$ cat config.mk
export PLATFORM = sky130hd
export DESIGN_NAME = evt_ctr_bank
export DESIGN_NICKNAME = d
export VERILOG_FILES = /design/src/rtl/evc_pkg.sv /design/src/rtl/evc_decode.sv /design/src/rtl/evc_counter.sv /design/src/rtl/evc_rdmux.sv /design/src/rtl/evt_ctr_bank.sv
export SDC_FILE = /design/constraint.sdc
export NUM_CORES = 2
export LEC_CHECK = 0
export ABC_AREA = 0
export ABC_CLOCK_PERIOD_IN_PS = 3600
export BUFFER_PORTS_ARGS = -buffer_cell sky130_fd_sc_hd__buf_2
export CAP_MARGIN = 20
export CORE_ASPECT_RATIO = 2
export CORE_UTILIZATION = 40
export CTS_CLUSTER_DIAMETER = 100
export DETAILED_ROUTE_END_ITERATION = 10
export MAX_ROUTING_LAYER = met4
export SYNTH_ARGS = -nofsm -noshare
export SYNTH_HDL_FRONTEND = slang
export SYNTH_SLANG_ARGS = --single-unit
$ cat constraint.sdc
create_clock -name clk -period 3.6 [get_ports clk]
set_input_delay 0.72 -clock clk [delete_from_list [all_inputs] [get_ports clk]]
set_output_delay 0.72 -clock clk [all_outputs]
set_load 0.01 [all_outputs]
$ cat src/rtl/evc_pkg.sv
package evc_pkg;

  typedef enum logic [1:0] {
    ACC_NONE = 2'd0,
    ACC_VAL  = 2'd1,
    ACC_CFG  = 2'd2
  } acc_kind_e;

endpackage

$ cat src/rtl/evc_decode.sv
module evc_decode
  import evc_pkg::*;
#(
  parameter int ADDR_W   = 12,
  parameter int NUM_CTRS = 8,
  parameter int VAL_BASE = 'h800,
  parameter int CFG_BASE = 'h900,
  localparam int IDX_W   = $clog2(NUM_CTRS)
) (
  input  logic [ADDR_W-1:0] addr,
  output acc_kind_e         kind,
  output logic [IDX_W-1:0]  idx
);

  localparam int SPAN_W = 3 + IDX_W;
  localparam logic [ADDR_W-1:0] VAL_B = ADDR_W'(VAL_BASE);
  localparam logic [ADDR_W-1:0] CFG_B = ADDR_W'(CFG_BASE);

  always_comb begin
    kind = ACC_NONE;
    idx  = addr[SPAN_W-1:3];
    if (addr[2:0] == 3'b000) begin
      if (addr[ADDR_W-1:SPAN_W] == VAL_B[ADDR_W-1:SPAN_W])
        kind = ACC_VAL;
      else if (addr[ADDR_W-1:SPAN_W] == CFG_B[ADDR_W-1:SPAN_W])
        kind = ACC_CFG;
    end
  end

endmodule

$ cat src/rtl/evc_counter.sv
module evc_counter #(
  parameter int CTR_W   = 64,
  parameter int SEL_W   = 8,
  parameter int NUM_EVT = 36
) (
  input  logic               clk,
  input  logic               rst,
  input  logic               ld_val,
  input  logic               ld_cfg,
  input  logic [CTR_W-1:0]   wdata,
  input  logic [NUM_EVT-1:0] evt,
  output logic [CTR_W-1:0]   cnt,
  output logic [SEL_W-1:0]   sel
);

  localparam int EXT_W = 1 << SEL_W;

  logic [EXT_W-1:0] evt_ext;
  logic             hit;

  // code 0 maps to a constant zero, codes past the event range to zero fill
  assign evt_ext = EXT_W'({evt, 1'b0});
  assign hit     = evt_ext[sel];

  always_ff @(posedge clk) begin
    if (rst) begin
      sel <= '0;
    end else if (ld_cfg) begin
      sel <= wdata[SEL_W-1:0];
    end
  end

  always_ff @(posedge clk) begin
    if (rst) begin
      cnt <= '0;
    end else if (ld_val) begin
      cnt <= wdata;
    end else if (hit) begin
      cnt <= cnt + 1'b1;
    end
  end


  load_wins_chk: assert property (@(posedge clk) disable iff (rst)
    ld_val |=> cnt == $past(wdata));


  step_one_chk: assert property (@(posedge clk) disable iff (rst)
    (!ld_val && sel != '0 && int'(sel) <= NUM_EVT && evt[sel - 1'b1])
      |=> cnt == $past(cnt) + 1'b1);


  idle_hold_chk: assert property (@(posedge clk) disable iff (rst)
    (!ld_val && sel == '0) |=> $stable(cnt));


  bad_code_chk: assert property (@(posedge clk) disable iff (rst)
    (!ld_val && int'(sel) > NUM_EVT) |=> $stable(cnt));

endmodule

$ cat src/rtl/evc_rdmux.sv
module evc_rdmux
  import evc_pkg::*;
#(
  parameter int NUM_CTRS = 8,
  parameter int CTR_W    = 64,
  parameter int SEL_W    = 8,
  localparam int IDX_W   = $clog2(NUM_CTRS)
) (
  input  logic                               clk,
  input  logic                               rst,
  input  logic                               rd,
  input  acc_kind_e                          kind,
  input  logic [IDX_W-1:0]                   idx,
  input  logic [NUM_CTRS-1:0][CTR_W-1:0]     counts,
  input  logic [NUM_CTRS-1:0][SEL_W-1:0]     sels,
  output logic [CTR_W-1:0]                   rdata
);

  logic [CTR_W-1:0] rd_next;

  always_comb begin
    case (kind)
      ACC_VAL: rd_next = counts[idx];
      ACC_CFG: rd_next = CTR_W'(sels[idx]);
      default: rd_next = '0;
    endcase
  end

  always_ff @(posedge clk) begin
    if (rst) begin
      rdata <= '0;
    end else if (rd) begin
      rdata <= rd_next;
    end
  end


  unmapped_zero_chk: assert property (@(posedge clk) disable iff (rst)
    (rd && kind == ACC_NONE) |=> rdata == '0);


  rd_hold_chk: assert property (@(posedge clk) disable iff (rst)
    !rd |=> $stable(rdata));


  cfg_upper_zero_chk: assert property (@(posedge clk) disable iff (rst)
    (rd && kind == ACC_CFG) |=> rdata[CTR_W-1:SEL_W] == '0);

endmodule

$ cat src/rtl/evt_ctr_bank.sv
module evt_ctr_bank
  import evc_pkg::*;
#(
  parameter int NUM_CTRS = 8,
  parameter int CTR_W    = 64,
  parameter int SEL_W    = 8,
  parameter int NUM_EVT  = 36,
  parameter int ADDR_W   = 12,
  parameter int VAL_BASE = 'h800,
  parameter int CFG_BASE = 'h900
) (
  input  logic               clk,
  input  logic               rst,
  input  logic               reg_wr,
  input  logic               reg_rd,
  input  logic [ADDR_W-1:0]  reg_addr,
  input  logic [CTR_W-1:0]   reg_wdata,
  output logic [CTR_W-1:0]   reg_rdata,
  input  logic [NUM_EVT-1:0] evt_in
);

  localparam int IDX_W = $clog2(NUM_CTRS);

  acc_kind_e                       dec_kind;
  logic [IDX_W-1:0]                dec_idx;
  logic [NUM_CTRS-1:0]             ld_val;
  logic [NUM_CTRS-1:0]             ld_cfg;
  logic [NUM_CTRS-1:0][CTR_W-1:0]  counts;
  logic [NUM_CTRS-1:0][SEL_W-1:0]  sels;

  evc_decode #(
    .ADDR_W   (ADDR_W),
    .NUM_CTRS (NUM_CTRS),
    .VAL_BASE (VAL_BASE),
    .CFG_BASE (CFG_BASE)
  ) u_decode (
    .addr (reg_addr),
    .kind (dec_kind),
    .idx  (dec_idx)
  );

  for (genvar i = 0; i < NUM_CTRS; i++) begin : g_ctr
    assign ld_val[i] = reg_wr && dec_kind == ACC_VAL && dec_idx == IDX_W'(i);
    assign ld_cfg[i] = reg_wr && dec_kind == ACC_CFG && dec_idx == IDX_W'(i);

    evc_counter #(
      .CTR_W   (CTR_W),
      .SEL_W   (SEL_W),
      .NUM_EVT (NUM_EVT)
    ) u_ctr (
      .clk    (clk),
      .rst    (rst),
      .ld_val (ld_val[i]),
      .ld_cfg (ld_cfg[i]),
      .wdata  (reg_wdata),
      .evt    (evt_in),
      .cnt    (counts[i]),
      .sel    (sels[i])
    );
  end

  evc_rdmux #(
    .NUM_CTRS (NUM_CTRS),
    .CTR_W    (CTR_W),
    .SEL_W    (SEL_W)
  ) u_rdmux (
    .clk    (clk),
    .rst    (rst),
    .rd     (reg_rd),
    .kind   (dec_kind),
    .idx    (dec_idx),
    .counts (counts),
    .sels   (sels),
    .rdata  (reg_rdata)
  );


  one_target_chk: assert property (@(posedge clk) disable iff (rst)
    $onehot0({ld_val, ld_cfg}));


  no_stray_load_chk: assert property (@(posedge clk) disable iff (rst)
    (reg_wr && dec_kind == ACC_NONE) |=> ($stable(counts) || $past(evt_in) != '0));

endmodule

# ---- Word-level counts from Yosys, hierarchy flattened
# Cells that the tools add are included.
dict set report op_classes {
  n_bitwise 0
  n_mul 0
  n_eq_ne 11
  mux 40
  div 0
  n_shift 0
  n_reduce_logical 28
  n_addsub 8
  n_lt_le_gt_ge 9
}
# operator n
set op_table {}
lappend op_table {{$mux 64} 17}
lappend op_table {{$add 64x1->64 const B} 8}
lappend op_table {{$bmux 64 s3} 1}
lappend op_table {{$pmux 64 s2} 1}
lappend op_table {{$lt 8x9->1 const B} 8}
lappend op_table {{$bmux 1 s8} 8}
lappend op_table {{$bmux 8 s3} 1}
lappend op_table {{$logic_and 1x1->1} 18}
lappend op_table {{$reduce_bool 2->1} 8}
lappend op_table {{$eq 3x3->1 const B} 4}
lappend op_table {{$eq 6x6->1 const B} 2}
lappend op_table {{$mux 1} 8}
lappend op_table {{$mux 8} 1}
lappend op_table {{$eq 3x2->1 const B} 2}
lappend op_table {{$logic_not 3->1} 2}
lappend op_table {{$mux 2} 3}
lappend op_table {{$lt 3x4->1 const B} 1}
lappend op_table {{$eq 3x1->1 const B} 1}
lappend op_table {{$eq 2x1->1 const B} 1}
lappend op_table {{$eq 2x2->1 const B} 1}
dict set report word_totals {
  mem_count 0
  register_bits 640
  out_inout_bits 64
  inputBits 116
  ramBits 0
  romBits 0
  latch_bits 0
}

# ---- Longest topological paths before layout
dict set report depth {
  ltp_word 8
  mapped_depth 12
}

# ---- Modules after synthesis
# A second synthesis with hierarchy kept.
dict set report hier_totals {
  cells_unflattened 4946
  area_unflattened_um2 44600.3
}
# mod area_per_inst_um2 seq_area_each_um2 n_inst cells_per_inst
set modules_own_cells {}
lappend modules_own_cells {{evc_counter (g_ctr[0].u_ctr ...)} 4664.5 1441.4 7 545}
lappend modules_own_cells {evc_rdmux 6856.6 1281.2 1 542}
lappend modules_own_cells {{evc_counter (g_ctr[3].u_ctr)} 4917.2 1441.4 1 558}
lappend modules_own_cells {evt_ctr_bank 121.4 0.0 1 23}
lappend modules_own_cells {evc_decode 53.8 0.0 1 8}

# ---- Least setup slack after synthesis
# OpenSTA, ideal clock, no wires.
dict set report synth_path {
  path_type {input to register}
  from {input port evt_in[1]}
  to {register g_ctr[4].u_ctr.cnt[62]}
  t_arrival_ns 2.899
  t_required_ns 3.509
  setup_time_ns 0.091
  path_buffers 2
  path_slack_ns 0.610
  path_stages 9
  path_cell_list {buf_2 -> nand2_2 -> mux4_2 -> a221o_1 -> o21ai_4 -> nand4_4 -> buf_6 -> or4_1 -> a311oi_1}
}
dict set report synth_between {
  elab_chain_len 3
}
# item line_no
set synth_rtl {}
lappend synth_rtl {{from (decl)} evt_ctr_bank.sv:19} ;# input logic [NUM_EVT-1:0] evt_in
lappend synth_rtl {{$bmux 1 s8} evc_counter.sv:23} ;# assign hit = evt_ext[sel];
lappend synth_rtl {{$mux 1 (implied by the code)} evc_counter.sv:23}
lappend synth_rtl {{$reduce_bool 2->1 (no line)} n/a}
lappend synth_rtl {{to (signal assigned)} evc_counter.sv:37} ;# cnt <= wdata;
lappend synth_rtl {{to (signal assigned)} evc_counter.sv:39} ;# cnt <= cnt + 1'b1;
lappend synth_rtl {{to (decl)} evc_counter.sv:12} ;# output logic [CTR_W-1:0] cnt,
# No other way between the ends. The select of a mux whose other input is x is not followed.
# A chain may end at the register's enable or synchronous reset.

# ---- Final worst setup path
dict set report layout_path {
  from {register g_ctr[6].u_ctr.sel[2]}
  to {register g_ctr[6].u_ctr.cnt[63]}
}
dict set report layout_between {
  elab_chain_len 3
}
# item line_no
set layout_rtl {}
lappend layout_rtl {{from (decl)} evc_counter.sv:13} ;# output logic [SEL_W-1:0] sel
lappend layout_rtl {{from (signal assigned)} evc_counter.sv:29} ;# sel <= wdata[SEL_W-1:0];
lappend layout_rtl {{$bmux 1 s8} evc_counter.sv:23}
lappend layout_rtl {{$mux 1 (implied by the code)} evc_counter.sv:23}
lappend layout_rtl {{$reduce_bool 2->1 (no line)} n/a}
lappend layout_rtl {{to (signal assigned)} evc_counter.sv:37}
lappend layout_rtl {{to (signal assigned)} evc_counter.sv:39}
lappend layout_rtl {{to (decl)} evc_counter.sv:12}
# No other way between the ends. The select of a mux whose other input is x is not followed.

==> metrics.md <==
| Metric | Value |
|---|---|
| PortBufs | `179` |
| Outcome | `complete, no violations` |
| Max incr delay on CP | `~680 ps` |
| HPWL after detailed placement | `151 mm` |
| Synthesized net count | `4999` |
| Clock sink count | `640` |
| Post-route ant nets | `0` |
| RSZ-0062 raised after global routing | `no` |
| Largest net degree at the start of global routing | `210` |
| Highest-delay cell along the critical path | `a2111oi_0` |
| Final setup fails | `0` |
| Hold crit path type | `in -> reg` |
| Final Hold Fails | `0` |
| Sequential area share after synthesis | `0.306` |
| Crit-path max FO | `24` |
| CTS Buf Count | `61` |
| Pwr per Cell Area | `322 nW/um^2` |
| Htree depth | `2` |
| Final Max Slew Viols | `0` |
| Peak supply drop | `between 0.0003 and 0.0004 V` |
| Clock buffer depth | `3` |
| Die X-Extent | `231 um` |
| Area leader, netlist | `dfxtp_1` |
| Initial antenna violation count | `10` |
| Final Total Pwr | `15400 uW` |
| Number of top-level pins | `180` |
| Initial Util | `0.404` |
| Worst slew margin | `0.167` |
| Async SR Flop Fraction | `0` |
| Hold slack | `351 ps` |
| Worst slack at placement | `-71.7 ps` |
| DR iter-0 viols | `4199` |
| Yosys cell types | `84` |
| Clk slew on worst S/H paths | `70 ps` |
| Synth warnings | `0` |
| Synthesized cell area | `41900 um^2` |
| Top_reg_cell synth | `dfxtp_1` |
| Layout cells sized above 1 | `0.187` |
| GRT busiest layer | `met2` |
| Syn avg cell area | `between 8 and 9 um^2` |
| Global-route wire length before repair | `around 290 mm` |
| Drc violations | `0` |
| PnR worst setup slack | `roughly 28 ps` |
| CP startpoint | `g_ctr[6].u_ctr.sel[2]` |
| CP Class | `reg -> reg` |
| Critical Path AT | `4160 ps` |
| DR vias | `42500` |
| Root cell of the clock tree | `clkbuf_16` |
| DIE AREA | `106000 um^2` |
| Final min period | `3570 ps` |
| CP required | `4180 ps` |
| Insertion delay to the later sink of the worst-skew pair | `slightly above 700 ps` |
| Die Height | `460 um` |
| Peak Freq | `280 MHz` |
| CTS tree | `done` |
| GPL Wtd Cong | `1.14` |
| Core ar. | `approximately 100000 um^2` |
| Reg2Reg Launch Point | `g_ctr[6].u_ctr.sel[2]` |
| All-Layer GR Usage | `0.390` |
| Slew @ Worst Pin | `1250 ps` |
| Crit. End Element | `flop` |
| Critical path, cell by cell | `buf_4 -> mux2i_1 -> a311o_1 -> o32ai_1 -> o21ai_4 -> buf_12 -> a2111oi_0 -> buf_4 -> xnor2_1 -> a211oi_1` |
| Cells after Synth | `4875` |
| Post-synth EDFFs | `0` |
| Static leakage | `0.0147 uW` |
| Maxcap violations | `0` |
| Total global routing overflow | `0` |
| Largest cells by area after synthesis | `dfxtp_1 31%, mux4_2 10%, a211oi_1 7.5%` |
| Post-Route WL | `204 mm` |
| Yosys reg bits | `640` |
| Yosys top cell area share | `0.306` |
| Vias in the first global route | `40700` |
| M3 GR Usage | `0.0747` |
| Global routing usage on met1 | `0.372` |
| Min-delay src | `rst` |
| Final Util | `0.460` |
| WL/cell | `about 32 um` |
| Fin crit share | `0.992` |
| Most frequent CP cell | `buf_4` |
| Via/cell ratio | `6.70` |
| Row count | `167` |
| # nets final | `5047` |
| M2 GR Usage | `0.632` |
| Initial DRT Pass Iterations | `8` |
| Area delta synth->final | `13.8%` |
| Startpoint Class | `flop` |
| Clock Skew | `approximately 49 ps` |
-- layout by cell type (no fill, tap or decap), drive strengths merged, types with 74 or more instances in the layout --
cell type  instances
a2111oi          104
a211oi           422
a21oi            109
a311oi           124
buf              456
clkbuf            81
dfxtp            640
inv               89
mux2i            127
mux4             192
nand2            271
nand3            219
nand4            155
nor2             674
nor2b             74
nor3              83
o21ai            118
or3               86
xnor2            295
-- per-stage QoR --
stage,instances,instance area [um^2],setup TNS (ps)
after global placement,6210,45400,-185
after global routing,6336,47600,0
after CTS,6325,47600,0
after floorplan,4875,41900,0
after detailed placement,6210,45400,-153
final,6339,47600,0
-- cells by family (layout without fill, tap and decap cells) --
logic type | after synthesis | in the layout | synth area share
flops | 640 | 640 | 0.306
fa+ha+maj | 8 | 8 | 0.00239
xor+xnor | 367 | 367 | 0.0768
mux | 388 | 388 | 0.152
other cells | 0 | 12 | 0
simple gates | 1883 | 1883 | 0.224
buf+inv | 560 | 660 | 0.0537
compound gates | 1029 | 1029 | 0.185
-- power by group --
group          internal [uW]  switching, uW  total [uW]
Sequential              7080           8.09        7090
Combinational            237            655         892
Clock                   4120           3260        7380
Total                  11400           3920       15400
-- final timing paths --
check | to | slack [ps] | depth (start not counted)
setup / recovery | g_ctr[6].u_ctr.cnt[63] | 30 | 10
hold / removal | g_ctr[4].u_ctr.sel[0] | 350 | 2
setup reg to reg | g_ctr[6].u_ctr.cnt[63] | 30 | 10
hold reg to reg | g_ctr[5].u_ctr.sel[6] | 530 | 2
-- per-layer routing --
metal | part of all wire | vias to the layer above
met2 | 0.47 | 2425
met5 | 0 | -
li1 | - | 18500
met1 | 0.32 | 20500
met4 | 0.13 | 0
met3 | 0.078 | 1056
-- area by class of cell --
type / instances / area (um^2)
antenna: 12 / 30.0
multi-input combinational: 3675 / 27000
clock inverter: 34 / 425
sequential: 640 / 12800
fill: 10200 / 56000
clock buffer: 81 / 1780
inverter: 89 / 334
tap: 1352 / 1690
timing repair buffer: 456 / 3580
-- synth_stat cells (53+ instances only) --
cell       number
nor2_1        674
dfxtp_1       640
a211oi_1      416
clkbuf_1      312
xnor2_1       295
nand2_1       270
nand3_1       217
mux4_2        192
nand4_1       151
mux2i_1       127
a311oi_1      124
o21ai_0       116
a21oi_1       109
buf_1          95
inv_1          89
or3_1          86
nor3_1         79
a2111oi_0      77
nor2b_1        74
xor2_1         72
and3_1         71
mux2_2         69
nor4_1         53
-- what timing repair did --
action / in CTS / in global routing
setup endpoints to repair: 1 / 38
hold buffers: 0 / 0
buffers inserted: 0 / 2
cloned: 0 / 0
resized for setup: 1 / 4
pin swaps: 0 / 1
-- sequential cells by signal, summed over array words and instances (netlist names) --
register / count
g_ctr.u_ctr.sel: 64
g_ctr.u_ctr.cnt: 512
u_rdmux.rdata: 64
-- worst max-delay path, delay by kind of cell (launching register included) --
family	cells	cell delay [ps]
flip-flops	1	630
AO/OA/AOI/OAI	5	1980
buffers and inverters	3	660
XOR/XNOR	1	60
multiplexers	1	80
Note: power is estimated with default switching activity, not from simulation.
